**config.mk**
```make
export PLATFORM = sky130hd
export DESIGN_NAME = edge_capture_unit
export DESIGN_NICKNAME = d
export VERILOG_FILES = /design/src/rtl/ecu_pkg.sv /design/src/rtl/ecu_timer.sv /design/src/rtl/ecu_edge_sync.sv /design/src/rtl/ecu_capture.sv /design/src/rtl/edge_capture_unit.sv
export SDC_FILE = /design/constraint.sdc
export NUM_CORES = 1
export LEC_CHECK = 0
export BUFFER_PORTS_ARGS = -buffer_cell sky130_fd_sc_hd__buf_2
export CORE_MARGIN = 8
export CORE_UTILIZATION = 35
export CTS_CLUSTER_SIZE = 10
export DETAILED_ROUTE_END_ITERATION = 6
export GPL_ROUTABILITY_DRIVEN = 0
export PLACE_DENSITY = 0.61
export SLEW_MARGIN = 25
export SYNTH_ARGS = -nofsm -noshare
export SYNTH_HDL_FRONTEND = slang
export SYNTH_SLANG_ARGS = --single-unit
```
**constraint.sdc**
```tcl
create_clock -name clk -period 3.6 [get_ports clk]
set_input_delay 0.36 -clock clk [delete_from_list [all_inputs] [get_ports clk]]
set_output_delay 0.36 -clock clk [all_outputs]
set_load 0.005 [all_outputs]
```
**src/rtl/ecu_pkg.sv**
```systemverilog
package ecu_pkg;
  localparam int CAP_W  = 8;
  localparam int TMR_W  = 2 * CAP_W;
  localparam int PS_W   = $clog2(CAP_W);
  localparam int NCH    = 2;
  localparam int NREG   = 2 * NCH;

  localparam int A_TLO  = 0;
  localparam int A_THI  = 1;
  localparam int A_CFG  = 2;
  localparam int A_IEN  = 3;
  localparam int A_CAP0 = 4;
endpackage

```
**src/rtl/ecu_timer.sv**
```systemverilog
module ecu_timer
  import ecu_pkg::*;
(
  input  logic             clk,
  input  logic             arst_n,
  input  logic             wr_lo,
  input  logic             wr_hi,
  input  logic             rd_lo,
  input  logic [CAP_W-1:0] wdata,
  output logic [TMR_W-1:0] count_o,
  output logic [CAP_W-1:0] shadow_o
);
  logic [TMR_W-1:0] count_q, count_d;
  logic [CAP_W-1:0] lobuf_q, lobuf_d;
  logic [CAP_W-1:0] shadow_q, shadow_d;

  always_comb begin
    count_d  = wr_hi ? {wdata, lobuf_q} : count_q + TMR_W'(1);
    lobuf_d  = wr_lo ? wdata : lobuf_q;
    shadow_d = rd_lo ? count_q[TMR_W-1:CAP_W] : shadow_q;
  end

  always_ff @(posedge clk or negedge arst_n) begin
    if (!arst_n) begin
      count_q  <= '0;
      lobuf_q  <= '0;
      shadow_q <= '0;
    end else begin
      count_q  <= count_d;
      lobuf_q  <= lobuf_d;
      shadow_q <= shadow_d;
    end
  end

  assign count_o  = count_q;
  assign shadow_o = shadow_q;

  AST_TIMER_STEP: assert property (@(posedge clk) disable iff (!arst_n)
    !wr_hi |=> count_q == TMR_W'($past(count_q) + TMR_W'(1)));

  AST_SHADOW_KEEP: assert property (@(posedge clk) disable iff (!arst_n)
    !rd_lo |=> $stable(shadow_q));
endmodule

```
**src/rtl/ecu_edge_sync.sv**
```systemverilog
module ecu_edge_sync (
  input  logic clk,
  input  logic arst_n,
  input  logic pin_i,
  output logic rise_o,
  output logic fall_o
);
  logic s1_q, s2_q, prev_q;

  always_ff @(posedge clk or negedge arst_n) begin
    if (!arst_n) begin
      s1_q   <= 1'b0;
      s2_q   <= 1'b0;
      prev_q <= 1'b0;
    end else begin
      s1_q   <= pin_i;
      s2_q   <= s1_q;
      prev_q <= s2_q;
    end
  end

  assign rise_o = s2_q & ~prev_q;
  assign fall_o = ~s2_q & prev_q;

  AST_SYNC_RISE: assert property (@(posedge clk) disable iff (!arst_n)
    rise_o |-> $past(pin_i, 2));

  AST_SYNC_FALL: assert property (@(posedge clk) disable iff (!arst_n)
    fall_o |-> !$past(pin_i, 2));
endmodule

```
**src/rtl/ecu_capture.sv**
```systemverilog
module ecu_capture
  import ecu_pkg::*;
(
  input  logic                       clk,
  input  logic                       arst_n,
  input  logic [NCH-1:0]             rise_i,
  input  logic [NCH-1:0]             fall_i,
  input  logic [TMR_W-1:0]           count_i,
  input  logic [PS_W-1:0]            shift_i,
  input  logic                       hold_i,
  input  logic                       wide_i,
  input  logic [NREG-1:0]            ien_i,
  input  logic [NREG-1:0]            rd_i,
  output logic [NREG-1:0][CAP_W-1:0] cap_o,
  output logic [NREG-1:0]            irq_o
);
  logic [NREG-1:0][CAP_W-1:0] cap_q, cap_d, val;
  logic [NREG-1:0]            lock_q, lock_d;
  logic [NREG-1:0]            irq_q, irq_d;
  logic [NREG-1:0]            hit, gate, ld;
  logic [TMR_W-1:0]           shifted;
  logic [CAP_W-1:0]           win;

  always_comb begin
    shifted = count_i >> shift_i;
    win     = shifted[CAP_W-1:0];
    hit[0]  = rise_i[0];
    hit[1]  = fall_i[0];
    hit[2]  = wide_i ? rise_i[0] : rise_i[1];
    hit[3]  = wide_i ? fall_i[0] : fall_i[1];
    for (int k = 0; k < NREG; k++) begin
      gate[k]   = wide_i ? lock_q[k | 2] : lock_q[k];
      ld[k]     = hit[k] & ~(hold_i & gate[k]);
      if (wide_i)
        val[k] = (k >= 2) ? count_i[TMR_W-1:CAP_W] : count_i[CAP_W-1:0];
      else
        val[k] = win;
      cap_d[k]  = ld[k] ? val[k] : cap_q[k];
      lock_d[k] = hold_i & (ld[k] | (lock_q[k] & ~rd_i[k]));
      irq_d[k]  = ld[k] & ien_i[k];
    end
  end

  always_ff @(posedge clk or negedge arst_n) begin
    if (!arst_n) begin
      cap_q  <= '0;
      lock_q <= '0;
      irq_q  <= '0;
    end else begin
      cap_q  <= cap_d;
      lock_q <= lock_d;
      irq_q  <= irq_d;
    end
  end

  assign cap_o = cap_q;
  assign irq_o = irq_q;

  for (genvar g = 0; g < NREG; g++) begin : g_chk
    AST_HOLD_FROZEN: assert property (@(posedge clk) disable iff (!arst_n)
      hold_i && gate[g] |=> $stable(cap_q[g]));
    AST_IRQ_PULSE: assert property (@(posedge clk) disable iff (!arst_n)
      irq_q[g] |=> !irq_q[g]);
  end

  AST_WIDE_IGNORE_RISE: assert property (@(posedge clk) disable iff (!arst_n)
    wide_i && rise_i[1] && !rise_i[0] |=> $stable(cap_q[2]));

  AST_WIDE_IGNORE_FALL: assert property (@(posedge clk) disable iff (!arst_n)
    wide_i && fall_i[1] && !fall_i[0] |=> $stable(cap_q[3]));
endmodule

```
**src/rtl/edge_capture_unit.sv**
```systemverilog
module edge_capture_unit
  import ecu_pkg::*;
#(
  parameter int ADDR_W = 4
) (
  input  logic              clk,
  input  logic              rst_n,
  input  logic [NCH-1:0]    cap_in,
  input  logic              bus_wr,
  input  logic              bus_rd,
  input  logic [ADDR_W-1:0] bus_addr,
  input  logic [CAP_W-1:0]  bus_wdata,
  output logic [CAP_W-1:0]  bus_rdata,
  output logic [NREG-1:0]   cap_irq
);
  logic [1:0]                 rs_q;
  logic                       arst_n;
  logic                       hold_q, hold_d, wide_q, wide_d;
  logic [PS_W-1:0]            ps_q, ps_d;
  logic [NREG-1:0]            ien_q, ien_d;
  logic                       wr_tlo, wr_thi, wr_cfg, wr_ien, rd_tlo;
  logic [NREG-1:0]            cap_rd;
  logic [NCH-1:0]             rise, fall;
  logic [TMR_W-1:0]           count;
  logic [CAP_W-1:0]           shadow;
  logic [NREG-1:0][CAP_W-1:0] cap;

  always_ff @(posedge clk or negedge rst_n) begin
    if (!rst_n) rs_q <= 2'b00;
    else        rs_q <= {rs_q[0], 1'b1};
  end
  assign arst_n = rs_q[1];

  always_comb begin
    wr_tlo = bus_wr && (bus_addr == ADDR_W'(A_TLO));
    wr_thi = bus_wr && (bus_addr == ADDR_W'(A_THI));
    wr_cfg = bus_wr && (bus_addr == ADDR_W'(A_CFG));
    wr_ien = bus_wr && (bus_addr == ADDR_W'(A_IEN));
    rd_tlo = bus_rd && (bus_addr == ADDR_W'(A_TLO));
    for (int k = 0; k < NREG; k++)
      cap_rd[k] = bus_rd && (bus_addr == ADDR_W'(A_CAP0 + k));
  end

  always_comb begin
    hold_d = wr_cfg ? bus_wdata[7]          : hold_q;
    ps_d   = wr_cfg ? bus_wdata[6:4]        : ps_q;
    wide_d = wr_cfg ? bus_wdata[3]          : wide_q;
    ien_d  = wr_ien ? bus_wdata[NREG-1:0]   : ien_q;
  end

  always_ff @(posedge clk or negedge arst_n) begin
    if (!arst_n) begin
      hold_q <= 1'b0;
      ps_q   <= '0;
      wide_q <= 1'b0;
      ien_q  <= '0;
    end else begin
      hold_q <= hold_d;
      ps_q   <= ps_d;
      wide_q <= wide_d;
      ien_q  <= ien_d;
    end
  end

  ecu_timer u_timer (
    .clk      (clk),
    .arst_n   (arst_n),
    .wr_lo    (wr_tlo),
    .wr_hi    (wr_thi),
    .rd_lo    (rd_tlo),
    .wdata    (bus_wdata),
    .count_o  (count),
    .shadow_o (shadow)
  );

  for (genvar c = 0; c < NCH; c++) begin : g_sync
    ecu_edge_sync u_sync (
      .clk    (clk),
      .arst_n (arst_n),
      .pin_i  (cap_in[c]),
      .rise_o (rise[c]),
      .fall_o (fall[c])
    );
  end

  ecu_capture u_cap (
    .clk     (clk),
    .arst_n  (arst_n),
    .rise_i  (rise),
    .fall_i  (fall),
    .count_i (count),
    .shift_i (ps_q),
    .hold_i  (hold_q),
    .wide_i  (wide_q),
    .ien_i   (ien_q),
    .rd_i    (cap_rd),
    .cap_o   (cap),
    .irq_o   (cap_irq)
  );

  always_comb begin
    bus_rdata = '0;
    if (bus_addr == ADDR_W'(A_TLO)) bus_rdata = count[CAP_W-1:0];
    if (bus_addr == ADDR_W'(A_THI)) bus_rdata = shadow;
    if (bus_addr == ADDR_W'(A_CFG)) bus_rdata = {hold_q, ps_q, wide_q, 3'b000};
    if (bus_addr == ADDR_W'(A_IEN)) bus_rdata = {{(CAP_W-NREG){1'b0}}, ien_q};
    for (int k = 0; k < NREG; k++)
      if (bus_addr == ADDR_W'(A_CAP0 + k)) bus_rdata = cap[k];
  end

  AST_CFG_LOW_ZERO: assert property (@(posedge clk) disable iff (!arst_n)
    (bus_addr == ADDR_W'(A_CFG)) |-> bus_rdata[2:0] == 3'b000);
endmodule

```
==> results of run 1 <==
## power groups by stage
stage / clock [W] / sequential, W / combinational [W]
3_3_place_gp: 0 / 0.00178 / 0.00103
5_1_grt: 0.000915 / 0.00185 / 0.00121
2_1_floorplan: 0 / 0.00151 / 0.00110
4_1_cts: 0.000873 / 0.00178 / 0.00108
3_5_place_dp: 0 / 0.00180 / 0.00107
6_report: 0.000852 / 0.00178 / 0.00108
## area by class of cell
type	instances	area [µm²]
Timing Repair Buffer	33	178
Tap cell	176	220
Multi-Input combinational cell	332	2310
Sequential cell	89	2230
Clock buffer	11	243
Fill cell	1330	8090
Clock inverter	4	20.0
Inverter	1	3.75
## layout by cell type (no fill, tap or decap), types with 2 or more instances in the layout
cell / Yosys / routed
nor2_1: 60 / 60
a211oi_1: 3 / 3
mux2i_1: 30 / 30
a21oi_1: 23 / 23
xnor2_1: 2 / 2
clkinv_2: 0 / 4
o22ai_1: 4 / 4
dfrtp_1: 89 / 88
nand3b_1: 2 / 2
and2_1: 6 / 6
a311o_1: 3 / 3
and4_1: 4 / 4
nand3_1: 8 / 8
nand4_1: 7 / 7
nor3_1: 4 / 4
a221oi_1: 8 / 8
nand2_1: 33 / 33
nand2b_1: 10 / 10
nor2_2: 2 / 2
a2111oi_0: 6 / 6
mux2_2: 33 / 33
o21a_1: 3 / 3
o21ai_1: 3 / 3
a31oi_1: 32 / 32
o21ai_0: 2 / 2
buf_4: 11 / 3
mux4_2: 2 / 2
a22oi_1: 9 / 9
clkbuf_16: 0 / 9
buf_2: 11 / 29
xor2_1: 11 / 11
nor2b_1: 6 / 6
## how the worst max path moves through the flow
stage / cells after the start / end
after floorplan: 0 / g_sync[0].u_sync.prev_q
after global placement: 6 / bus_rdata[5]
after detailed placement: 6 / bus_rdata[5]
after CTS: 5 / bus_rdata[4]
after global routing: 5 / bus_rdata[4]
final: 5 / bus_rdata[4]
## cells by family (layout without fill, tap and decap cells)
group,Yosys count,count (layout)
AND/OR/NAND/NOR,149,149
AO/OA/AOI/OAI,103,103
flip-flops,89,89
multiplexers,65,65
buffers and inverters,40,49
XOR/XNOR,13,13
adder cells (fa/ha/maj),1,1
other,1,1
## metrics by stage
stage | util | std cells | hold slack, ps
CTS | 0.392 | 646 | 106
detailed placement | 0.371 | 630 | 148
floorplan | - | 461 | 64.4
finish | 0.392 | 646 | 114
global route | 0.392 | 646 | 106
global placement | 0.371 | 630 | 146
## sequential cells by signal, summed over array words and instances, names as in the netlist
| register | count |
|---|---|
| rs_q | 2 |
| ps_q | 3 |
| hold_q | 1 |
| u_timer.count_o | 16 |
| u_timer.lobuf_q | 8 |
| u_cap.irq_o | 4 |
| u_timer.shadow_o | 8 |
| u_cap.cap_o | 32 |
| u_cap.lock_q | 4 |
| g_sync.u_sync.s2_q | 2 |
| wide_q | 1 |
| ien_q | 4 |
| g_sync.u_sync.prev_q | 2 |
| g_sync.u_sync.s1_q | 2 |
## worst max-delay path, delay by kind of cell (launching register included)
family	cells	cell delay (ps)
flops	1	820
compound gates	2	480
buf+inv	1	190
mux	1	170
simple gates	1	130
## timing repair
action | 4_1_cts | 5_1_grt
hold buffers | 1 | 0
endpoints found under the hold margin | 2 | 0
setup endpoints to repair | 0 | 0
## metal layers
layer,GRT usage,wire length [µm]
met5,0,0
met4,0.0437,165
met3,0.0406,612
met1,0.183,5540
met2,0.217,5550
==> impl_metrics.py, run 1 <==
metrics = {
    "routing": {
        "drt-initial-drc-count": 272,
        "drc_errors": 0,
        "firstDrtPassIters": 5,
        "vias": 3563,
        "detail-route-antenna-nets": 0,
        "drt_wl_total_mm": 11.9,
        "viasPerCell": 5.52,
        "wl_per_cell_um": 18.4,
    },
    "yosys": {
        "yosysMostFrequentCell": "dfrtp_1",
        "synth_edf_count": 0,
        "seq_area_frac_synth": 0.464,
        "syn-num-nets": 480,
        "avgSynthCellArea_um2": 10.4,
        "synth_simple_gate_area_frac": 0.151,
        "synth_mux_area_frac": 0.149,
        "synth_largest_area_cell": "dfrtp_1",
        "synth_cell_types": 51,
        "synthTopCellsByCount": "dfrtp_1 (89), nor2_1 (60), mux2_2 (33), nand2_1 (33), a31oi_1 (32)",
        "netlist_area_um2": 4800,
        "syn_inst": 461,
        "yosysWarnings": 0,
        "ys_ff_latch": 89,
        "ys.flop_type": "dfrtp_1",
        "synthArstFlopShare": 1.00,
        "synthTopCellsByArea": "dfrtp_1 (46%), mux2_2 (7.7%), mux2i_1 (6.3%), nor2_1 (4.7%), a31oi_1 (4.2%)",
        "post_synth_fa_ha_maj_area_fraction": 0.00261,
        "synth_xor_area_frac": 0.0237,
        "synth_top_family_by_area": "compound AO/OA/AOI/OAI gates",
        "synth_compound_area_frac": 0.154,
        "synth.top_cell.area_share": 0.464,
    },
    "clock_network": {
        "path_clk_slew_ps": 60,
        "clockBufferDepth": 2,
        "clk_latency_ps": 350,
        "clockRootBuffer": "clkbuf_16",
        "ctsResizeCount": 0,
        "cts-buffers-inserted": 9,
        "tritoncts": "yes",
        "cts_htree_levels": 3,
        "cts_setup_buffers": 0,
        "clock-sinks": 89,
    },
    "placed_design": {
        "place_hpwl_mm": 8.15,
        "post-place-ws_ps": 1200,
        "io_buffers": 29,
        "placed_area_um2": 4930,
    },
    "floorplanning": {
        "coreArea_um2": 13300,
        "die_w_um": 133,
        "io_pins": 30,
        "row_count": 42,
        "start_util": 0.361,
        "die-area_um2": 17700,
        "die_y_um": 133,
    },
    "run": {
        "maxCapViolations": 0,
    },
    "finish": {
        "area.growth.synth_to_final_pct": 8.47,
        "design_area_um2": 5210,
        "nets": 485,
        "diodes": 0,
        "layout-drive-gt1-share": 0.198,
    },
    "critical_path": {
        "crit_chain": "mux2i_1, nor2_1, a211oi_1, a2111oi_0, buf_2",
        "crit_start": "ps_q[0]",
        "arrival_ps": 2150,
        "critPathKind": "flip-flop to output pin",
        "ff2ff_path_depth": 4,
        "reg2reg_from": "ps_q[2]",
        "r2r-end": "u_cap.cap_o[4]",
        "worstPathMaxFanout": 16,
        "critPathMaxStageDelay_ps": 820,
        "worst_ep_required_time_ps": 3240,
        "r2r_slack_ps": 1560,
        "critPathLaunchType": "flip-flop",
        "cpMaxStageDelayCell": "dfrtp_1",
        "end_kind": "output pin",
    },
    "run_status": {
        "status": "finished clean",
    },
    "timing": {
        "period_share": 0.697,
        "min_period_ps": 2510,
        "fin_ws_ps": 1090,
        "fin_tns_setup_ps": 0,
        "finalSetupViolations": 0,
        "hold_viol_final": 0,
        "slew_headroom": 0.411,
        "drv_slew": 0,
        "max_freq_ghz": 0.399,
        "rsz0062_at_grt": "false",
        "tightest_slew_ps": 884,
        "finClkSkew_ps": 5.40,
    },
    "power_and_ir_drop": {
        "intPower_w": 0.00233,
        "seq_power_share": 0.481,
        "comb_power_share": 0.290,
        "p_leak_nw": 2.12,
        "ir_worst_vdd_mv": 0.285,
        "powerDensity_nw_per_um2": 713,
        "p_clk_frac": 0.230,
        "power_w": 0.00371,
        "switching_power_w": 0.00138,
        "sw_frac_of_total": 0.371,
    },
    "global_route": {
        "grt_pass1_vias": 3704,
        "grt-ovfl-total": 0,
        "antenna_found_initial": 0,
        "grt_start_max_net_pins": 66,
        "track_usage": 0.139,
        "grt_pass1_wl_mm": 19.8,
    },
    "worst_hold_path": {
        "min_path_type": "input port to flip-flop",
        "hold_path_depth": 1,
        "hold_path_end": "g_sync[0].u_sync.s1_q",
        "worstHoldStart": "cap_in[0]",
    },
}
(Power assumes the default switching activity.)
==> run 2, diff against run 1 <==
- clock period: 3.6 -> 2.55 ns (I/O delays scaled with it)
==> impl_metrics.py, run 2 (same netlist as run 1, synthesis figures left out) <==
metrics = {
    "run_status": {
        "status": "finished clean",
    },
    "global_route": {
        "grt-ovfl-total": 0,
        "met2_usage": 0.227,
        "gr-usage-met3": 0.0383,
        "grt_use_met1": 0.181,
        "grt_start_max_net_pins": 47,
        "antenna_found_initial": 0,
        "grt_pass1_wl_mm": 19.9,
        "track_usage": 0.142,
        "grt_pass1_vias": 3649,
        "grt_busiest_layer": "met2",
    },
    "timing": {
        "max_freq_ghz": 0.452,
        "finClkSkew_ps": 7.38,
        "fin_tns_setup_ps": 0,
        "tightest_slew_ps": 672,
        "hold_viol_final": 0,
        "drv_slew": 0,
        "holdWs_ps": 17.8,
        "fin_ws_ps": 340,
        "period_share": 0.867,
        "rsz0062_at_grt": "false",
        "slew_headroom": 0.551,
        "min_period_ps": 2210,
        "finalSetupViolations": 0,
    },
    "finish": {
        "fin_cells": 656,
        "final_cell_mix": "dfrtp_1 (88), nor2_1 (60), nand2_1 (33), mux2_2 (33), a31oi_1 (32)",
        "nets": 494,
        "area.growth.synth_to_final_pct": 11.6,
        "mostFrequentLayoutCell": "dfrtp_1",
        "layout-drive-gt1-share": 0.215,
        "largest_reg_flops": 32,
        "diodes": 0,
    },
    "critical_path": {
        "end_kind": "output pin",
        "worst_ep_required_time_ps": 2300,
        "cpMaxStageDelayCell": "dfrtp_1",
        "ff2ff_path_depth": 4,
        "crit_family": "flip-flops",
        "worstPathMaxFanout": 10,
        "cp.depth": 5,
        "crit_chain": "mux2i_1, nor2_1, a211oi_1, a2111oi_0, buf_2",
        "arrival_ps": 1960,
        "path_buf_inv": 1,
        "critPathKind": "flip-flop to output pin",
        "critPathLaunchType": "flip-flop",
        "critPathMaxStageDelay_ps": 670,
    },
    "routing": {
        "detail-route-antenna-nets": 0,
        "viasPerCell": 5.59,
        "drt_wl_total_mm": 12.3,
        "drt-initial-drc-count": 310,
        "firstDrtPassIters": 7,
        "vias": 3666,
        "drc_errors": 0,
        "wl_per_cell_um": 18.8,
    },
    "power_and_ir_drop": {
        "ir_worst_vdd_mv": 0.567,
        "sw_frac_of_total": 0.365,
        "powerDensity_nw_per_um2": 1040,
        "intPower_w": 0.00354,
        "comb_power_share": 0.290,
        "p_clk_frac": 0.262,
        "seq_power_share": 0.448,
        "p_leak_nw": 2.19,
        "switching_power_w": 0.00203,
    },
    "floorplanning": {
        "die-area_um2": 17700,
        "io_pins": 30,
        "die_w_um": 133,
        "die_y_um": 133,
        "start_util": 0.361,
        "row_count": 42,
        "coreArea_um2": 13300,
    },
    "clock_network": {
        "cts-buffers-inserted": 9,
        "path_clk_slew_ps": 60,
        "clockBufferDepth": 2,
        "clk_latency_ps": 350,
        "cts_htree_levels": 3,
        "clockRootBuffer": "clkbuf_16",
        "tritoncts": "yes",
        "clock-sinks": 89,
    },
    "worst_hold_path": {
        "min_path_type": "input port to flip-flop",
        "hold_path_depth": 1,
    },
    "run": {
        "maxCapViolations": 0,
    },
    "placed_design": {
        "dp.cells": 638,
        "post-place-ws_ps": 631,
        "place_hpwl_mm": 8.69,
        "io_buffers": 29,
    },
}
-- run 2: layout make-up --
type / count / area [µm²]
multi-input combinational: 332 / 2310
inverter: 1 / 3.75
tap: 176 / 220
clock buffer: 10 / 239
fill: 1298 / 7940
sequential: 89 / 2230
timing repair buffer: 42 / 260
clock inverter: 6 / 91.3
-- run 2: final timing paths --
path / startpoint / end / slack (ps)
setup / recovery: hold_q / bus_rdata[7] / 340
hold / removal: cap_in[1] / g_sync[1].u_sync.s1_q / 20
setup reg to reg: ps_q[2] / u_cap.cap_o[29] / 660
hold reg to reg: rs_q[1] / u_timer.count_o[7] / 330
max in group asynchronous: rs_q[1] / u_cap.cap_o[14] / 1590
min in group asynchronous: rst_n / rs_q[1] / 210
-- run 2: power groups by stage --
stage	logic (W)	registers [W]	clock network, W
after floorplan	0.00155	0.00213	0
after global placement	0.00155	0.00249	0
after detailed placement	0.00161	0.00252	0
after CTS	0.00161	0.00249	0.00149
after global routing	0.00180	0.00257	0.00154
final	0.00162	0.00250	0.00146
-- run 2: through the flow --
stage                      util  area [µm²]  power (W)
after CTS                 0.403        5360    0.00560
after detailed placement  0.377        5010    0.00413
after floorplan               -        4800    0.00369
after global placement    0.377        5010    0.00405
after global routing      0.403        5360    0.00591
final                     0.403        5360    0.00557
-- run 2: timing repair --
| item | 4_1_cts | 5_1_grt |
|---|---|---|
| gates resized for setup | 0 | 0 |
| endpoints found under the hold margin | 3 | 0 |
| setup buffers | 0 | 0 |
| hold buffers | 2 | 0 |
-- run 2: metal layers --
layer | share of wire | vias to the layer above
met1 | 0.45 | 1824
met3 | 0.054 | 22
met4 | 0.018 | 0
met5 | 0 | -
li1 | - | 1702
met2 | 0.48 | 118
